==> config.mk <==
export PLATFORM = sky130hd
export DESIGN_NAME = uop_codeword_sequencer
export DESIGN_NICKNAME = d
export VERILOG_FILES = /design/src/rtl/uopseq_pkg.sv /design/src/rtl/uopseq_store.sv /design/src/rtl/uopseq_engine.sv /design/src/rtl/uopseq_delay_line.sv /design/src/rtl/uop_codeword_sequencer.sv
export SDC_FILE = /design/constraint.sdc
export NUM_CORES = 1
export LEC_CHECK = 0
export CAP_MARGIN = 20
export CORE_MARGIN = 4
export CORE_UTILIZATION = 64
export CTS_CLUSTER_SIZE = 10
export DETAILED_ROUTE_END_ITERATION = 16
export DONT_BUFFER_PORTS = 1
export HOLD_SLACK_MARGIN = 0.05
export PLACE_DENSITY_LB_ADDON = 0.05
export SKIP_CTS_REPAIR_TIMING = 1
export SYNTH_ARGS = -nofsm -noshare
export SYNTH_HDL_FRONTEND = slang
export SYNTH_SLANG_ARGS = --single-unit
==> constraint.sdc <==
create_clock -name clk -period 3.6 [get_ports clk]
set_input_delay 0.72 -clock clk [delete_from_list [all_inputs] [get_ports clk]]
set_output_delay 0.72 -clock clk [all_outputs]
set_load 0.01 [all_outputs]
==> src/rtl/uopseq_pkg.sv <==
`timescale 1ns/1ps
package uopseq_pkg;

    // Sequencing engine states
    typedef enum logic [0:0] {
        ENG_IDLE  = 1'b0,   // waiting for a trigger
        ENG_COUNT = 1'b1    // timing the gap before the next step
    } eng_state_t;

endpackage

==> src/rtl/uopseq_store.sv <==
`timescale 1ns/1ps
// Programmable step store: per slot, N_STEP (delay, codeword) steps plus a length.
module uopseq_store #(
    parameter int N_SLOT = 8,
    parameter int N_STEP = 4,
    parameter int CW_W   = 3,
    parameter int DLY_W  = 4,
    parameter int ID_W   = 3,
    parameter int IDX_W  = 2,
    parameter int LEN_W  = 3
) (
    input  logic             clk,
    input  logic             rst_n,
    input  logic             step_we,
    input  logic             len_we,
    input  logic [ID_W-1:0]  wr_slot,
    input  logic [IDX_W-1:0] wr_idx,
    input  logic [DLY_W-1:0] wr_dly,
    input  logic [CW_W-1:0]  wr_cw,
    input  logic [LEN_W-1:0] wr_len,
    input  logic [ID_W-1:0]  rd_slot,
    input  logic [IDX_W-1:0] rd_cw_idx,
    input  logic [IDX_W-1:0] rd_dly_idx,
    output logic [LEN_W-1:0] rd_len,
    output logic [CW_W-1:0]  rd_cw,
    output logic [DLY_W-1:0] rd_dly
);

    localparam logic [LEN_W-1:0] LEN_MAX = LEN_W'(N_STEP);

    logic [DLY_W-1:0] dly_mem [N_SLOT][N_STEP];
    logic [CW_W-1:0]  cw_mem  [N_SLOT][N_STEP];
    logic [LEN_W-1:0] len_mem [N_SLOT];

    always_ff @(posedge clk) begin
        if (!rst_n) begin
            for (int s = 0; s < N_SLOT; s++) begin
                len_mem[s] <= '0;
                for (int i = 0; i < N_STEP; i++) begin
                    dly_mem[s][i] <= '0;
                    cw_mem[s][i]  <= '0;
                end
            end
        end else begin
            if (step_we) begin
                dly_mem[wr_slot][wr_idx] <= wr_dly;
                cw_mem[wr_slot][wr_idx]  <= wr_cw;
            end
            if (len_we) begin
                len_mem[wr_slot] <= (wr_len > LEN_MAX) ? LEN_MAX : wr_len;
            end
        end
    end

    assign rd_len = len_mem[rd_slot];
    assign rd_cw  = cw_mem[rd_slot][rd_cw_idx];
    assign rd_dly = dly_mem[rd_slot][rd_dly_idx];

    // no slot ever reports more steps than it can hold
    assert_len_clamped_R2: assert property (@(posedge clk) disable iff (!rst_n)
        rd_len <= LEN_MAX);

endmodule

==> src/rtl/uopseq_engine.sv <==
`timescale 1ns/1ps
// Two-state sequencing engine: launches trains, times step gaps, handles bypass and overlap.
module uopseq_engine
    import uopseq_pkg::*;
#(
    parameter int ID_W  = 3,
    parameter int IDX_W = 2,
    parameter int LEN_W = 3,
    parameter int CW_W  = 3,
    parameter int DLY_W = 4
) (
    input  logic             clk,
    input  logic             rst_n,
    input  logic             trig_valid,
    input  logic [ID_W-1:0]  trig_id,
    input  logic             bypass_en,
    input  logic [LEN_W-1:0] cur_len,
    input  logic [CW_W-1:0]  cur_cw,
    input  logic [DLY_W-1:0] nxt_dly,
    output logic [ID_W-1:0]  look_slot,
    output logic [IDX_W-1:0] cur_idx,
    output logic [IDX_W-1:0] nxt_idx,
    output logic             busy,
    output logic             raw_v,
    output logic [CW_W-1:0]  raw_cw,
    output logic             ovl_err
);

    eng_state_t       state_q, state_d;
    logic [ID_W-1:0]  slot_q;
    logic [IDX_W-1:0] idx_q;
    logic [DLY_W-1:0] cnt_q;

    logic             accept, start_seq, fire_now, last_step;
    logic [DLY_W-1:0] reload;

    // The store is read at the triggering slot when idle, at the running slot otherwise
    assign look_slot = (state_q == ENG_IDLE) ? trig_id : slot_q;
    assign cur_idx   = (state_q == ENG_IDLE) ? '0 : idx_q;
    assign nxt_idx   = cur_idx + IDX_W'(1);

    assign busy      = (state_q == ENG_COUNT);
    assign accept    = trig_valid && (state_q == ENG_IDLE);
    assign start_seq = accept && !bypass_en && (cur_len != '0);
    assign fire_now  = (state_q == ENG_COUNT) && (cnt_q == DLY_W'(1));
    assign last_step = ((LEN_W'(idx_q) + LEN_W'(1)) == cur_len);
    assign reload    = (nxt_dly == '0) ? DLY_W'(1) : nxt_dly;

    // State register
    always_ff @(posedge clk) begin
        if (!rst_n) state_q <= ENG_IDLE;
        else        state_q <= state_d;
    end

    // Next-state logic
    always_comb begin
        state_d = state_q;
        unique case (state_q)
            ENG_IDLE: begin
                if (start_seq && (cur_len > LEN_W'(1))) state_d = ENG_COUNT;  // launch
            end
            ENG_COUNT: begin
                if (fire_now && last_step) state_d = ENG_IDLE;                // finish
            end
        endcase
    end

    // Outputs and datapath
    always_ff @(posedge clk) begin
        if (!rst_n) begin
            slot_q  <= '0;
            idx_q   <= '0;
            cnt_q   <= '0;
            raw_v   <= 1'b0;
            raw_cw  <= '0;
            ovl_err <= 1'b0;
        end else begin
            raw_v   <= 1'b0;
            ovl_err <= trig_valid && (state_q == ENG_COUNT);
            unique case (state_q)
                ENG_IDLE: begin
                    if (accept && bypass_en) begin
                        raw_v  <= 1'b1;
                        raw_cw <= CW_W'(trig_id);
                    end else if (start_seq) begin
                        raw_v  <= 1'b1;
                        raw_cw <= cur_cw;
                        slot_q <= trig_id;
                        idx_q  <= IDX_W'(1);
                        cnt_q  <= reload;
                    end
                end
                ENG_COUNT: begin
                    if (fire_now) begin
                        raw_v  <= 1'b1;
                        raw_cw <= cur_cw;
                        idx_q  <= idx_q + IDX_W'(1);
                        cnt_q  <= reload;
                    end else begin
                        cnt_q  <= cnt_q - DLY_W'(1);
                    end
                end
            endcase
        end
    end

    // a running train always has a live gap counter
    assert_count_live_R4: assert property (@(posedge clk) disable iff (!rst_n)
        busy |-> (cnt_q != '0));

    // a running train never points past its stored length
    assert_idx_in_len_R4: assert property (@(posedge clk) disable iff (!rst_n)
        busy |-> (LEN_W'(idx_q) < cur_len));

    // a dropped trigger does not retarget the running train
    assert_drop_keeps_slot_R8: assert property (@(posedge clk) disable iff (!rst_n)
        (trig_valid && busy) |=> $stable(slot_q));

endmodule

==> src/rtl/uopseq_delay_line.sv <==
`timescale 1ns/1ps
// Fixed-depth register pipeline that sets the trigger-to-codeword latency.
module uopseq_delay_line #(
    parameter int W     = 4,
    parameter int DEPTH = 2
) (
    input  logic         clk,
    input  logic         rst_n,
    input  logic [W-1:0] in_d,
    output logic [W-1:0] out_d
);

    generate
        if (DEPTH == 0) begin : g_wire
            assign out_d = in_d;
        end else begin : g_pipe
            logic [W-1:0] stg [DEPTH];
            always_ff @(posedge clk) begin
                if (!rst_n) begin
                    for (int i = 0; i < DEPTH; i++) stg[i] <= '0;
                end else begin
                    stg[0] <= in_d;
                    for (int i = 1; i < DEPTH; i++) stg[i] <= stg[i-1];
                end
            end
            assign out_d = stg[DEPTH-1];
        end
    endgenerate

endmodule

==> src/rtl/uop_codeword_sequencer.sv <==
`timescale 1ns/1ps
module uop_codeword_sequencer #(
    parameter int N_SLOT  = 8,
    parameter int N_STEP  = 4,
    parameter int CW_W    = 3,
    parameter int DLY_W   = 4,
    parameter int LATENCY = 3,
    localparam int ID_W   = $clog2(N_SLOT),
    localparam int IDX_W  = $clog2(N_STEP),
    localparam int LEN_W  = $clog2(N_STEP + 1)
) (
    input  logic             clk,
    input  logic             rst_n,
    input  logic             trig_valid,
    input  logic [ID_W-1:0]  trig_id,
    input  logic             bypass_en,
    input  logic             host_step_we,
    input  logic             host_len_we,
    input  logic [ID_W-1:0]  host_slot,
    input  logic [IDX_W-1:0] host_step,
    input  logic [DLY_W-1:0] host_delay,
    input  logic [CW_W-1:0]  host_cw,
    input  logic [LEN_W-1:0] host_len,
    output logic             cw_valid,
    output logic [CW_W-1:0]  cw_out,
    output logic             overlap_err
);

    localparam int PIPE = LATENCY - 1;

    logic [ID_W-1:0]  look_slot;
    logic [IDX_W-1:0] cur_idx, nxt_idx;
    logic [LEN_W-1:0] slot_len;
    logic [CW_W-1:0]  slot_cw;
    logic [DLY_W-1:0] slot_dly;
    logic             busy, raw_v;
    logic [CW_W-1:0]  raw_cw;

    uopseq_store #(
        .N_SLOT(N_SLOT), .N_STEP(N_STEP), .CW_W(CW_W), .DLY_W(DLY_W),
        .ID_W(ID_W), .IDX_W(IDX_W), .LEN_W(LEN_W)
    ) u_store (
        .clk        (clk),
        .rst_n      (rst_n),
        .step_we    (host_step_we),
        .len_we     (host_len_we),
        .wr_slot    (host_slot),
        .wr_idx     (host_step),
        .wr_dly     (host_delay),
        .wr_cw      (host_cw),
        .wr_len     (host_len),
        .rd_slot    (look_slot),
        .rd_cw_idx  (cur_idx),
        .rd_dly_idx (nxt_idx),
        .rd_len     (slot_len),
        .rd_cw      (slot_cw),
        .rd_dly     (slot_dly)
    );

    uopseq_engine #(
        .ID_W(ID_W), .IDX_W(IDX_W), .LEN_W(LEN_W), .CW_W(CW_W), .DLY_W(DLY_W)
    ) u_engine (
        .clk        (clk),
        .rst_n      (rst_n),
        .trig_valid (trig_valid),
        .trig_id    (trig_id),
        .bypass_en  (bypass_en),
        .cur_len    (slot_len),
        .cur_cw     (slot_cw),
        .nxt_dly    (slot_dly),
        .look_slot  (look_slot),
        .cur_idx    (cur_idx),
        .nxt_idx    (nxt_idx),
        .busy       (busy),
        .raw_v      (raw_v),
        .raw_cw     (raw_cw),
        .ovl_err    (overlap_err)
    );

    uopseq_delay_line #(
        .W(CW_W + 1), .DEPTH(PIPE)
    ) u_delay (
        .clk   (clk),
        .rst_n (rst_n),
        .in_d  ({raw_v, raw_cw}),
        .out_d ({cw_valid, cw_out})
    );

    // an idle bypass trigger is forwarded as the codeword
    assert_bypass_forward_R7: assert property (@(posedge clk) disable iff (!rst_n)
        ($past(rst_n) && $past(trig_valid && bypass_en && !busy))
        |-> (raw_v && (raw_cw == CW_W'($past(trig_id)))));

    // an accepted train starts with step 0 of the addressed slot
    assert_first_cw_R3: assert property (@(posedge clk) disable iff (!rst_n)
        ($past(rst_n) && $past(trig_valid && !bypass_en && !busy && (slot_len != '0)))
        |-> (raw_v && (raw_cw == $past(slot_cw))));

    // an undefined slot stays silent
    assert_undefined_silent_R6: assert property (@(posedge clk) disable iff (!rst_n)
        ($past(rst_n) && $past(trig_valid && !bypass_en && !busy && (slot_len == '0)))
        |-> !raw_v);

    // the error strobe has a trigger behind it
    assert_overlap_cause_R8: assert property (@(posedge clk) disable iff (!rst_n)
        overlap_err |-> $past(trig_valid));

endmodule

* Yosys cells after proc, flatten, opt, wreduce, memory -nomap -nowiden
Memory sizes are Yosys's and may differ from the RTL's. Index checks and enable logic that the tools add are counted.
Storage, ports and cells: logic and storage cells 106, RAM bits 256, flip-flop bits (word level) 15, output and inout port bits 5, memories 4, input port bits 24
Memories:
- u_store.dly_mem | depth 8, width 16, read ports 1, clocked after Yosys merged registers in 0, wr ports 8, RTL line uopseq_store.sv:31 | logic [DLY_W-1:0] dly_mem [N_SLOT][N_STEP];
- u_store.cw_mem | depth 8, width 12, read ports 1, clocked after Yosys merged registers in 0, wr ports 8, RTL line uopseq_store.sv:32 | logic [CW_W-1:0] cw_mem [N_SLOT][N_STEP];
- u_store.len_mem | depth 8, width 3, read ports 1, clocked after Yosys merged registers in 0, wr ports 8, RTL line uopseq_store.sv:33 | logic [LEN_W-1:0] len_mem [N_SLOT];
- u_delay.g_pipe.stg | depth 2, width 4, read ports 2, clocked after Yosys merged registers in 0, wr ports 2, RTL line uopseq_delay_line.sv:17 | logic [W-1:0] stg [DEPTH];
Cells by class: reductions and logical operators 19, multiplexer cells 53, $lt $le $gt $ge 6, bitwise logic cells 7, equal/unequal tests 6, add/sub/neg operators 4
Operator list (count):
- 16-bit two-way mux | 3
- 12-bit two-way mux | 3
- 3-bit two-way mux | 12
- 4-bit two-way mux | 9
- 16-bit OR reduction | 1
- 1-bit two-way mux | 13
- 12-bit OR reduction | 1
- 3-bit >= comparator (second input constant) | 3
- 1-bit logical AND | 9
- 2-bit inverter with 3-bit output | 3
- 4-bit binary-select mux with 2-bit select | 1
- 4-bit demux with 2-bit select | 1
- 2-bit two-way mux | 4
- 4-bit case mux with 2 select lines | 1
- 3-bit binary-select mux with 2-bit select | 1
- 3-bit demux with 2-bit select | 1
- 3-bit case mux with 2 select lines | 1
- 3-bit AND reduction | 2
- 2-bit by 1-bit adder with 2-bit output (second input constant) | 2
- 4-bit by 1-bit == test with 1-bit output (second input constant) | 1
- 4-bit logical NOT | 1
- 2-bit inequality test (second input constant) | 2
- 1-bit case mux with 2 select lines | 2
- 2-bit case mux with 2 select lines | 1
- 14 further kinds | 17

* Longest topological paths before layout
Gate-level depths: netlist (run 1).
depth in word-level cells 11, depth in mapped cells 12, gate-level depth less buffers 7

* By module
From an unflattened synthesis (run 1), not the netlist that was laid out.
Unflattened totals: cell total of the unflattened synthesis 1006, area total of the unflattened synthesis 12878.6 um^2
Modules (own cells, without submodules):
- uopseq_store | area an instance 11772.5 um^2, seq. area each 7447.1 um^2, cells an instance 889, times used 1
- uopseq_engine | area an instance 865.8 um^2, seq. area each 300.3 um^2, cells an instance 97, times used 1
- uopseq_delay_line | area an instance 240.2 um^2, seq. area each 160.2 um^2, cells an instance 20, times used 1

* Worst setup path after synthesis (run 1)
OpenSTA, ideal clock, no wires.
path kind input to register, start point input port trig_id[0], end point register u_engine.cnt_q[2], setup time 0.117 ns, arrival time 2.820 ns, stages 9, buffers on the path 3, data required time 3.483 ns, slack 0.662 ns, path through buf_2 -> mux2i_2 -> buf_4 -> buf_6 -> mux4_2 -> a32oi_1 -> and4_1 -> o21ai_0 -> a32o_1
Between the ends: word-level cells in the longest chain between the ends 10, elaborated cells on any way between the ends 16, classes of those cells eq/ne (1); mux (9); reduce/logical (4); memory (2)
RTL lines:
- from (decl) | RTL line uop_codeword_sequencer.sv:15 | input logic [ID_W-1:0] trig_id,
- 3-bit two-way mux * | RTL line uopseq_engine.sv:38 | assign look_slot = (state_q == ENG_IDLE) ? trig_id : slot_q;
- memory 8 x 16 bit
- 4-bit binary-select mux with 2-bit select | RTL line uopseq_store.sv:57 | assign rd_dly = dly_mem[rd_slot][rd_dly_idx];
- 4-bit two-way mux (not written as such) (2 in series) | RTL line uopseq_store.sv:57
- 4-bit logical NOT | RTL line uopseq_engine.sv:47 | assign reload = (nxt_dly == '0) ? DLY_W'(1) : nxt_dly;
- 4-bit two-way mux | RTL line uopseq_engine.sv:47
- 4-bit two-way mux | RTL line uopseq_engine.sv:85 | end else if (start_seq) begin
- 4-bit two-way mux | RTL line uopseq_engine.sv:82 | if (accept && bypass_en) begin
- 4-bit case mux with 2 select lines | RTL line uopseq_engine.sv:80 | unique case (state_q)
- to (signal assigned) | RTL line uopseq_engine.sv:90 | cnt_q <= reload;
- to (signal assigned) | RTL line uopseq_engine.sv:98 | cnt_q <= reload;
- to (signal assigned) | RTL line uopseq_engine.sv:100 | cnt_q <= cnt_q - DLY_W'(1);
- to (decl) | RTL line uopseq_engine.sv:32 | logic [DLY_W-1:0] cnt_q;
Mark *: on every way between the ends. The rest lies on a longest branch, timed or not. The select of a mux whose other input is x is not followed. A chain may end at the register's enable or synchronous reset.

* Worst setup path after layout (run 1)
start point register u_engine.state_q (netlist: u_engine.busy), end point register u_engine.cnt_q[2]
Between the ends: word-level cells in the longest chain between the ends 11, elaborated cells on any way between the ends 25, classes of those cells add/sub (1); eq/ne (2); mux (10); bitwise (2); reduce/logical (8); memory (2)
RTL lines:
- from (decl) | RTL line uopseq_engine.sv:29 | eng_state_t state_q, state_d;
- from (signal assigned) | RTL line uopseq_engine.sv:52 | else state_q <= state_d;
- branches (longest 11 deep; another with memory 8 x 16 bit)
Several ways; the timed one is not identified. The select of a mux whose other input is x is not followed.

==> impl_results.md, run 1 <==
- First-pass GRT wire length: 47.83 mm
- Worst setup path class: register to register
- Chip Height: 150.5 um
- Slowest library cell on the worst path: a211oi_1
- Core Region: 0.01972 mm2
- Die X: 150.5 um
- Initial antenna violation count: 0
- CTS Buffer Depth: 3
- Cell Area, Synth: 0.01299 mm2
- Ys Warns: 0
- Int Power: 5.548 mW
- Via/cell ratio: 6.490
- Final Util: 0.7202
- Final Hold Fails: 0
- Fill count: 1320
- Min-Delay Path Class: primary input to register
- H-tree Lvls: 1
- Peak supply drop: 409.7 uV
- Final setup violation count: 0
- Post-synthesis sequential area ratio: 0.6087
- Largest delay contributor family on the critical path: compound AO/OA/AOI/OAI gates
- Ant diodes: 0
- Final setup margin: 0.4434 ns
- DRT antenna net count: 0
- Synth top area share: 0.5733
- Post-Place Worst Slack: 0.3348 ns
- Max Fanout on Critical Path: 13
- Clock power frac: 0.385
- Synth unique cells: 60
- Critical path data arrival time: 3.59 ns
- Crit-path max cell delay: 0.56 ns
- CTS tree: done
- Leak pwr: 5.020 nW
- Seq. cell area: 0.007908 mm2
- Largest net degree at the start of global routing: 63
- 1st-iter DRT viols: 947
- Worst-path cell chain: buf_4 > mux2i_4 > mux2i_1 > nand3_1 > a211oi_1 > a211oi_1 > or2_1 > a32o_1
- Cell area after layout: 0.01420 mm2
- Comb pwr share: 0.102
- PortBufs: 0
- WP buf/inv: 1
- TritonCTS Sinks: 271
- Starting density of the core: 0.6588
- Ys async rst share: 0
- Register-to-Register Path Depth: 8
- Area contributors post-synth: edfxtp_1, and2_1, mux4_2, dfxtp_1, nand2_1
- Peak Freq: 316.8 MHz
- Worst-path clk slew: 0.06 ns
- Most common cell after layout, fill and taps aside: edfxtp_1
- Min cycle time layout: 3.157 ns
- Mapped Cells: 1014
- Critical path capture point type: register
- RePlAce Congestion: 0.8994
- Area delta synth->final: 9.314%
- Drt wl/cell: 24.08 um
- Final HPWL DP: 21.42 mm
- Footprint of the multi-input gates: 0.004708 mm2
- Register share of total power: 0.514
- Switch share: 0.2284
- Number of synthesized flops with an enable pin: 248
- Grt ovf: 0
- Syn nets: 1041
- Drt total wl: 31.29 mm
- Placed cell areas: 0.01331 mm2
- Slew @ Worst Pin: 0.9461 ns
- Cts bufs inserted: 31
- Setup Skew: 0.01256 ns
- Clk_lat worst skew: 0.54 ns
- Worst rel slew slack: 0.3626
- Setup TNS: 0 ns
- Most frequent cells in the layout: edfxtp_1, and2_1, nand2_1, nor2_1, o21ai_0
- Clk root buf: clkbuf_16
- Status: completed
- Commonest register cell after synthesis: edfxtp_1
- Fin. max-slew vios: 0
- Power Total: 7.190 mW
- Worst Setup Start Kind: register
- Row cnt: 51
- Total of max-cap violations: 0
- CP dominant cell by count: a211oi_1
- Final net count: 1038
- Unrepaired setup endpoints after global routing: false
- Vias in the first global route: 8147
- DIE AREA: 0.02264 mm2
- Synthesized area per cell: 12.81 um2
- FF+latch count, synth: 271
- Switching pwr: 1.642 mW
- I/O pin count: 29
- Pwr Density: 506.4 mW/mm2
- Area leader, netlist: edfxtp_1
- Period utilization: 0.8768
- WP data required: 4.03 ns
- Drt drc: 0
- Initial DRT Pass Iterations: 6
- Layout cells sized above 1: 0.1267
- Worst hold path depth: 1
- Vias: 8431
- CP Depth: 8
- Tot GR Track Use: 0.2842
## power by group through the flow
stage	logic (mW)	registers, mW	clock network, mW
after floorplan	0.567	3.71	0
after global placement	0.701	3.75	0
after detailed placement	0.720	3.75	0
after CTS	0.725	3.69	2.78
after global routing	0.784	3.70	2.92
final	0.731	3.69	2.76
## layer usage
layer | share of wire | track usage
met1 | 0.40 | 0.4064
met2 | 0.47 | 0.4479
met3 | 0.093 | 0.04636
met4 | 0.037 | 0.1038
met5 | 0 | 0
## worst register-to-register path, stage by stage, from the launching register on
cell and delay (ns):
dfxtp_1 0.39, buf_4 0.25, mux2i_4 0.46, mux2i_1 0.35, nand3_1 0.22, a211oi_1 0.56
a211oi_1 0.22, or2_1 0.33, a32o_1 0.28
## state kept, by name (all words and copies together), names as in the netlist
signal              count
u_store.cw_mem         96
u_engine.busy           1
u_store.dly_mem       128
u_store.len_mem        24
u_engine.raw_v          1
u_engine.idx_q          2
u_delay.g_pipe.stg      8
u_engine.raw_cw         3
u_engine.ovl_err        1
u_engine.slot_q         3
u_engine.cnt_q          4
## stage by stage
stage          cells  hold slack [ns]
6_report        1299           0.3235
5_1_grt         1299           0.3034
4_1_cts         1298           0.2914
3_5_place_dp    1242           0.4169
3_3_place_gp    1242           0.4237
2_1_floorplan   1014           0.4044
## synth_stat cells (all sizes together), types with 2 or more instances
| library cell | n |
|---|---|
| a211oi | 17 |
| a21oi | 13 |
| a221oi | 4 |
| a2bb2oi | 2 |
| a311oi | 6 |
| a31o | 3 |
| a31oi | 10 |
| a32o | 2 |
| a32oi | 3 |
| and2 | 236 |
| and3 | 12 |
| buf | 24 |
| clkbuf | 52 |
| clkinv | 2 |
| dfxtp | 23 |
| edfxtp | 248 |
| ha | 3 |
| inv | 7 |
| mux2 | 4 |
| mux2i | 23 |
| mux4 | 45 |
| nand2 | 72 |
| nand2b | 10 |
| nand3 | 24 |
| nand3b | 5 |
| nand4 | 2 |
| nor2 | 71 |
| nor2b | 2 |
| nor3 | 10 |
| o2111ai | 2 |
| o211ai | 6 |
| o21a | 2 |
| o21ai | 47 |
| or2 | 2 |
| or3 | 3 |
| or3b | 2 |
| xnor2 | 2 |
| xor2 | 2 |
## layout make-up
class                           instances  share of cell area
Sequential cell                       271              0.5569
Multi-Input combinational cell        658              0.3316
Clock buffer                           55             0.06168
Timing Repair Buffer                   40             0.02379
Tap cell                              265             0.02335
Inverter                                9            0.002379
Clock inverter                          1           0.0003525
## path summary, 6_finish.rpt
kind	from	endpoint	slack (ns)
setup reg to reg	u_engine.busy	u_engine.cnt_q[2]	0.44
hold / removal	rst_n	u_delay.g_pipe.stg[0][5]	0.32
hold reg to reg	u_delay.g_pipe.stg[0][1]	u_delay.g_pipe.stg[0][5]	0.43
setup / recovery	u_engine.busy	u_engine.cnt_q[2]	0.44
## cell families (layout without fill, tap and decap cells)
group / Yosys count / count (layout) / share of synthesized area
xor+xnor: 4 / 4 / 0.002697
buf+inv: 85 / 105 / 0.03015
mux: 72 / 72 / 0.1007
flops: 271 / 271 / 0.6087
compound gates: 126 / 126 / 0.06531
simple gates: 453 / 453 / 0.1896
fa+ha+maj: 3 / 3 / 0.002890
Power figures use the tool's default switching activity.
==> run 2: changes to the inputs <==
RECOVER_POWER = 100   (was not set)
==> impl_results.md, run 2 (synthesis results as in run 1) <==
- Reg-to-reg critical path startpoint: u_engine.busy
- H-tree Lvls: 1
- Reg-to-reg endpoint: u_engine.slot_q[1]
- Setup TNS: 0 ns
- Critical Path Source: u_engine.busy
- DIE AREA: 0.02264 mm2
- Chip Height: 150.5 um
- Unrepaired setup endpoints after global routing: false
- Max Fanout on Critical Path: 33
- Clk_lat worst skew: 0.54 ns
- Peak Freq: 300.3 MHz
- Worst setup path class: register to register
- DRT antenna net count: 0
- Min cycle time layout: 3.330 ns
- Worst Setup Start Kind: register
- Post-Place Worst Slack: 0.3348 ns
- Grt ovf: 0
- Vias in the first global route: 8147
- Core Region: 0.01972 mm2
- First-pass GRT wire length: 47.83 mm
- Cts bufs inserted: 31
- Clk root buf: clkbuf_16
- Final HPWL DP: 21.42 mm
- Critical path data arrival time: 3.75 ns
- Most common cell after layout, fill and taps aside: edfxtp_1
- Leak pwr: 4.773 nW
- Initial antenna violation count: 0
- Initial DRT Pass Iterations: 5
- Final setup margin: 0.2699 ns
- Starting density of the core: 0.6588
- Drt drc: 0
- TritonCTS Sinks: 271
- Setup Skew: 0.01102 ns
- Critical path capture point type: register
- Ant diodes: 0
- Via/cell ratio: 6.461
- Min-Delay Path Class: primary input to register
- Drt total wl: 31.32 mm
- Total of max-cap violations: 0
- 1st-iter DRT viols: 975
- Status: completed
- Largest net degree at the start of global routing: 63
- Peak supply drop: 409.9 uV
- Largest registers: u_store.dly_mem: 128 flops, u_store.cw_mem: 96 flops, u_store.len_mem: 24 flops
- Max FFs per register: 128
- Area delta synth->final: 8.418%
- Final setup violation count: 0
- Most frequent cells in the layout: edfxtp_1, and2_0, and2_1, nand2_1, nor2_1
- WP data required: 4.02 ns
- PortBufs: 0
- Period utilization: 0.9250
- Drt wl/cell: 24.11 um
- Die X: 150.5 um
- Final net count: 1038
- Register-to-Register Path Depth: 8
- Layout cells sized above 1: 0.1015
- CTS tree: done
- Fin. max-slew vios: 0
- CTS Buffer Depth: 3
- Row cnt: 51
- Slew @ Worst Pin: 0.9487 ns
- Pwr Density: 508.5 mW/mm2
- Final Hold Fails: 0
- Worst-path clk slew: 0.06 ns
- Worst rel slew slack: 0.3608
- Tot GR Track Use: 0.2842
- Vias: 8393
- Reg2reg setup slack: 0.27 ns
- Largest register by flop count: u_store.dly_mem
- Critical path destination: u_engine.slot_q[1]
- I/O pin count: 29
- RePlAce Congestion: 0.8994
-- run 2: changes by cell type in the layout (fill, tap and decap cells not counted), sizes merged --
cell	previous run	this run
clkbuf	56	80
buf	39	15
-- run 2: power breakdown --
part | switching [mW] | leakage [nW] | internal [mW] | total (mW)
Combinational | 0.410 | 1.80 | 0.301 | 0.711
Sequential | 0.0831 | 2.55 | 3.61 | 3.70
Clock | 1.14 | 0.420 | 1.62 | 2.76
Total | 1.63 | 4.77 | 5.53 | 7.16
-- run 2: worst min-delay path by stage --
stage | startpoint | to | cells past startpoint
after CTS | rst_n | u_delay.g_pipe.stg[0][5] | 1
after global placement | u_delay.g_pipe.stg[0][1] | u_delay.g_pipe.stg[0][5] | 1
after global routing | rst_n | u_delay.g_pipe.stg[0][5] | 1
after floorplan | u_engine.raw_cw[0] | u_delay.g_pipe.stg[0][0] | 2
after detailed placement | u_delay.g_pipe.stg[0][1] | u_delay.g_pipe.stg[0][5] | 1
final | rst_n | u_delay.g_pipe.stg[0][5] | 1
-- run 2: critical path, stage by stage, from the launching register on --
cell	delay (ns)
dfxtp_1	0.40
buf_4	0.24
mux2_2	0.68
nand2b_1	0.24
a221oi_1	0.12
o22a_1	0.32
a2111oi_2	0.82
mux2i_1	0.33
nor2_1	0.07
-- run 2: through the flow --
step           hold slack [ns]    util  power [mW]  cells  area, um2
2_1_floorplan           0.4044       -       4.272   1014      12990
3_3_place_gp            0.4237  0.6751       4.449   1242      13310
3_5_place_dp            0.4169  0.6751       4.474   1242      13310
4_1_cts                 0.2914  0.7198       7.196   1298      14190
5_1_grt                 0.3034  0.7143       7.392   1299      14080
6_report                0.3242  0.7143       7.162   1299      14080
-- run 2: cell type report --
| class | instances | area [um2] |
|---|---|---|
| clock buffer | 55 | 875.8 |
| clock inverter | 1 | 5.005 |
| fill | 1359 | 5634 |
| inverter | 9 | 33.78 |
| multi-input combinational | 658 | 4686 |
| sequential | 271 | 7908 |
| tap | 265 | 331.6 |
| timing repair buffer | 40 | 244.0 |
-- run 2: routing by layer --
| metal | up-vias | track usage | wire (um) |
|---|---|---|---|
| met3 | 82 | 0.04636 | 2781 |
| li1 | 3705 | - | - |
| met1 | 4165 | 0.4064 | 12760 |
| met4 | 0 | 0.1038 | 1110 |
| met5 | - | 0 | 0 |
| met2 | 441 | 0.4479 | 14670 |
==> run 3: changes to the inputs <==
CELL_PAD_IN_SITES_DETAIL_PLACEMENT = 1   (was not set)
CELL_PAD_IN_SITES_GLOBAL_PLACEMENT = 1   (was not set)
CORE_UTILIZATION = 53   (was 64)
==> impl_results.md, run 3 (synthesis results as in run 1) <==
- Critical path data arrival time: 3.59 ns
- Drt wl/cell: 26.36 um
- Setup Skew: 0.009770 ns
- DP Cell Count: 1310
- Clk_lat worst skew: 0.55 ns
- Worst setup path class: register to register
- Layout cells sized above 1: 0.1007
- RePlAce Congestion: 0.8541
- Ant diodes: 0
- Grt ovf: 0
- Worst Setup Start Kind: register
- Row cnt: 57
- Total of max-cap violations: 0
- Max Fanout on Critical Path: 31
- Vias in the first global route: 8855
- Worst rel slew slack: 0.3971
- Hold slack: 0.3037 ns
- CTS tree: done
- Tot GR Track Use: 0.2726
- Critical path capture point type: register
- Final setup violation count: 0
- CTS Buffer Depth: 3
- Peak Freq: 314.9 MHz
- Grt peak-use layer: met2
- Pwr Density: 515.8 mW/mm2
- Core Region: 0.02425 mm2
- Most frequent cells in the layout: edfxtp_1, and2_0, nand2_1, nor2_1, clkbuf_1
- Worst-path clk slew: 0.06 ns
- Largest registers: u_store.dly_mem: 128 flops, u_store.cw_mem: 96 flops, u_store.len_mem: 24 flops
- Met3 Track Usage GR: 0.03793
- Final Hold Fails: 0
- Reg-to-reg critical path startpoint: u_engine.busy
- Die X: 164.6 um
- Largest net degree at the start of global routing: 63
- Worst Hold Launch: rst_n
- Initial antenna violation count: 0
- TritonCTS Sinks: 271
- Worst hold path depth: 1
- Leak pwr: 4.751 nW
- DIE AREA: 0.02708 mm2
- Final HPWL DP: 24.77 mm
- Chip Height: 164.6 um
- Finished Layout Cells: 1367
- Critical Path Source: u_engine.busy
- Register-to-Register Path Depth: 8
- Clk root buf: clkbuf_16
- Final net count: 1046
- DRT antenna net count: 0
- PortBufs: 0
- GR Layer Usage met2: 0.4594
- Setup TNS: 0 ns
- H-tree Lvls: 1
- Area delta synth->final: 9.516%
- Min cycle time layout: 3.176 ns
- Drt drc: 0
- Fin. max-slew vios: 0
- Max FFs per register: 128
- I/O pin count: 29
- Slew @ Worst Pin: 0.8949 ns
- Unrepaired setup endpoints after global routing: false
- Status: completed
- Cts bufs inserted: 31
- 1st-iter DRT viols: 808
- Vias: 8291
- Met1 usage: 0.3796
- Largest register by flop count: u_store.dly_mem
- Period utilization: 0.8822
- Via/cell ratio: 6.065
- Most common cell after layout, fill and taps aside: edfxtp_1
- Initial DRT Pass Iterations: 5
- Starting density of the core: 0.5357
- WP data required: 4.01 ns
- Peak supply drop: 462.6 uV
- Min-Delay Path Class: primary input to register
- First-pass GRT wire length: 54.88 mm
- Drt total wl: 36.03 mm
-- run 3: changes by cell type in the layout (fill, tap and decap cells not counted) --
cell | before | now
bufinv_16 | 0 | 1
clkbuf_1 | 48 | 57
and2_1 | 89 | 43
mux2_2 | 3 | 2
clkinv_2 | 1 | 0
and2_0 | 147 | 193
mux2_4 | 1 | 2
a2111oi_2 | 1 | 0
buf_12 | 3 | 2
clkbuf_8 | 1 | 2
a2111oi_4 | 0 | 1
-- run 3: per-layer routing --
| layer | share of wire | up-vias | wire length, um |
|---|---|---|---|
| met5 | 0 | - | 0 |
| met4 | 0.022 | 0 | 806 |
| met3 | 0.071 | 60 | 2548 |
| met2 | 0.50 | 287 | 17880 |
| met1 | 0.41 | 4235 | 14800 |
| li1 | - | 3709 | - |
-- run 3: layout make-up --
class	instances	area [um2]
Sequential cell	271	7908
Timing Repair Buffer	48	257.7
Clock buffer	56	889.6
Inverter	9	33.78
Multi-Input combinational cell	658	4702
Clock inverter	1	30.03
Tap cell	324	405.4
Fill cell	2428	10020
-- run 3: per-stage QoR --
step           instance area [um2]  utilization  power, mW  setup WS, ns
2_1_floorplan                12990            -      4.272        0.6624
3_3_place_gp                 13440       0.5543      4.477        0.4809
3_5_place_dp                 13440       0.5543      4.517        0.4184
4_1_cts                      14360       0.5922      7.404        0.4956
5_1_grt                      14230       0.5867      7.595        0.2240
6_report                     14230       0.5867      7.338        0.4242
-- run 3: worst max-delay path, cell delays in order (launching register included) --
cell and delay [ns]:
dfxtp_1 0.42, buf_4 0.39, inv_1 0.36, a211oi_1 0.33, a221oi_1 0.12, o22a_1 0.34
a211oi_1 0.60, or2_0 0.32, a311oi_1 0.16
-- run 3: where the power goes --
| group | internal, mW | switching [mW] | leakage [nW] |
|---|---|---|---|
| clock network | 1.71 | 1.19 | 0.438 |
| registers | 3.61 | 0.0821 | 2.55 |
| logic | 0.300 | 0.445 | 1.76 |
| total | 5.62 | 1.71 | 4.75 |
-- run 3: worst paths after layout --
check                                  end  slack [ns]
setup / recovery         u_engine.cnt_q[0]        0.42
hold / removal    u_delay.g_pipe.stg[0][3]        0.30
setup reg to reg         u_engine.cnt_q[0]        0.42
hold reg to reg   u_delay.g_pipe.stg[0][3]        0.44
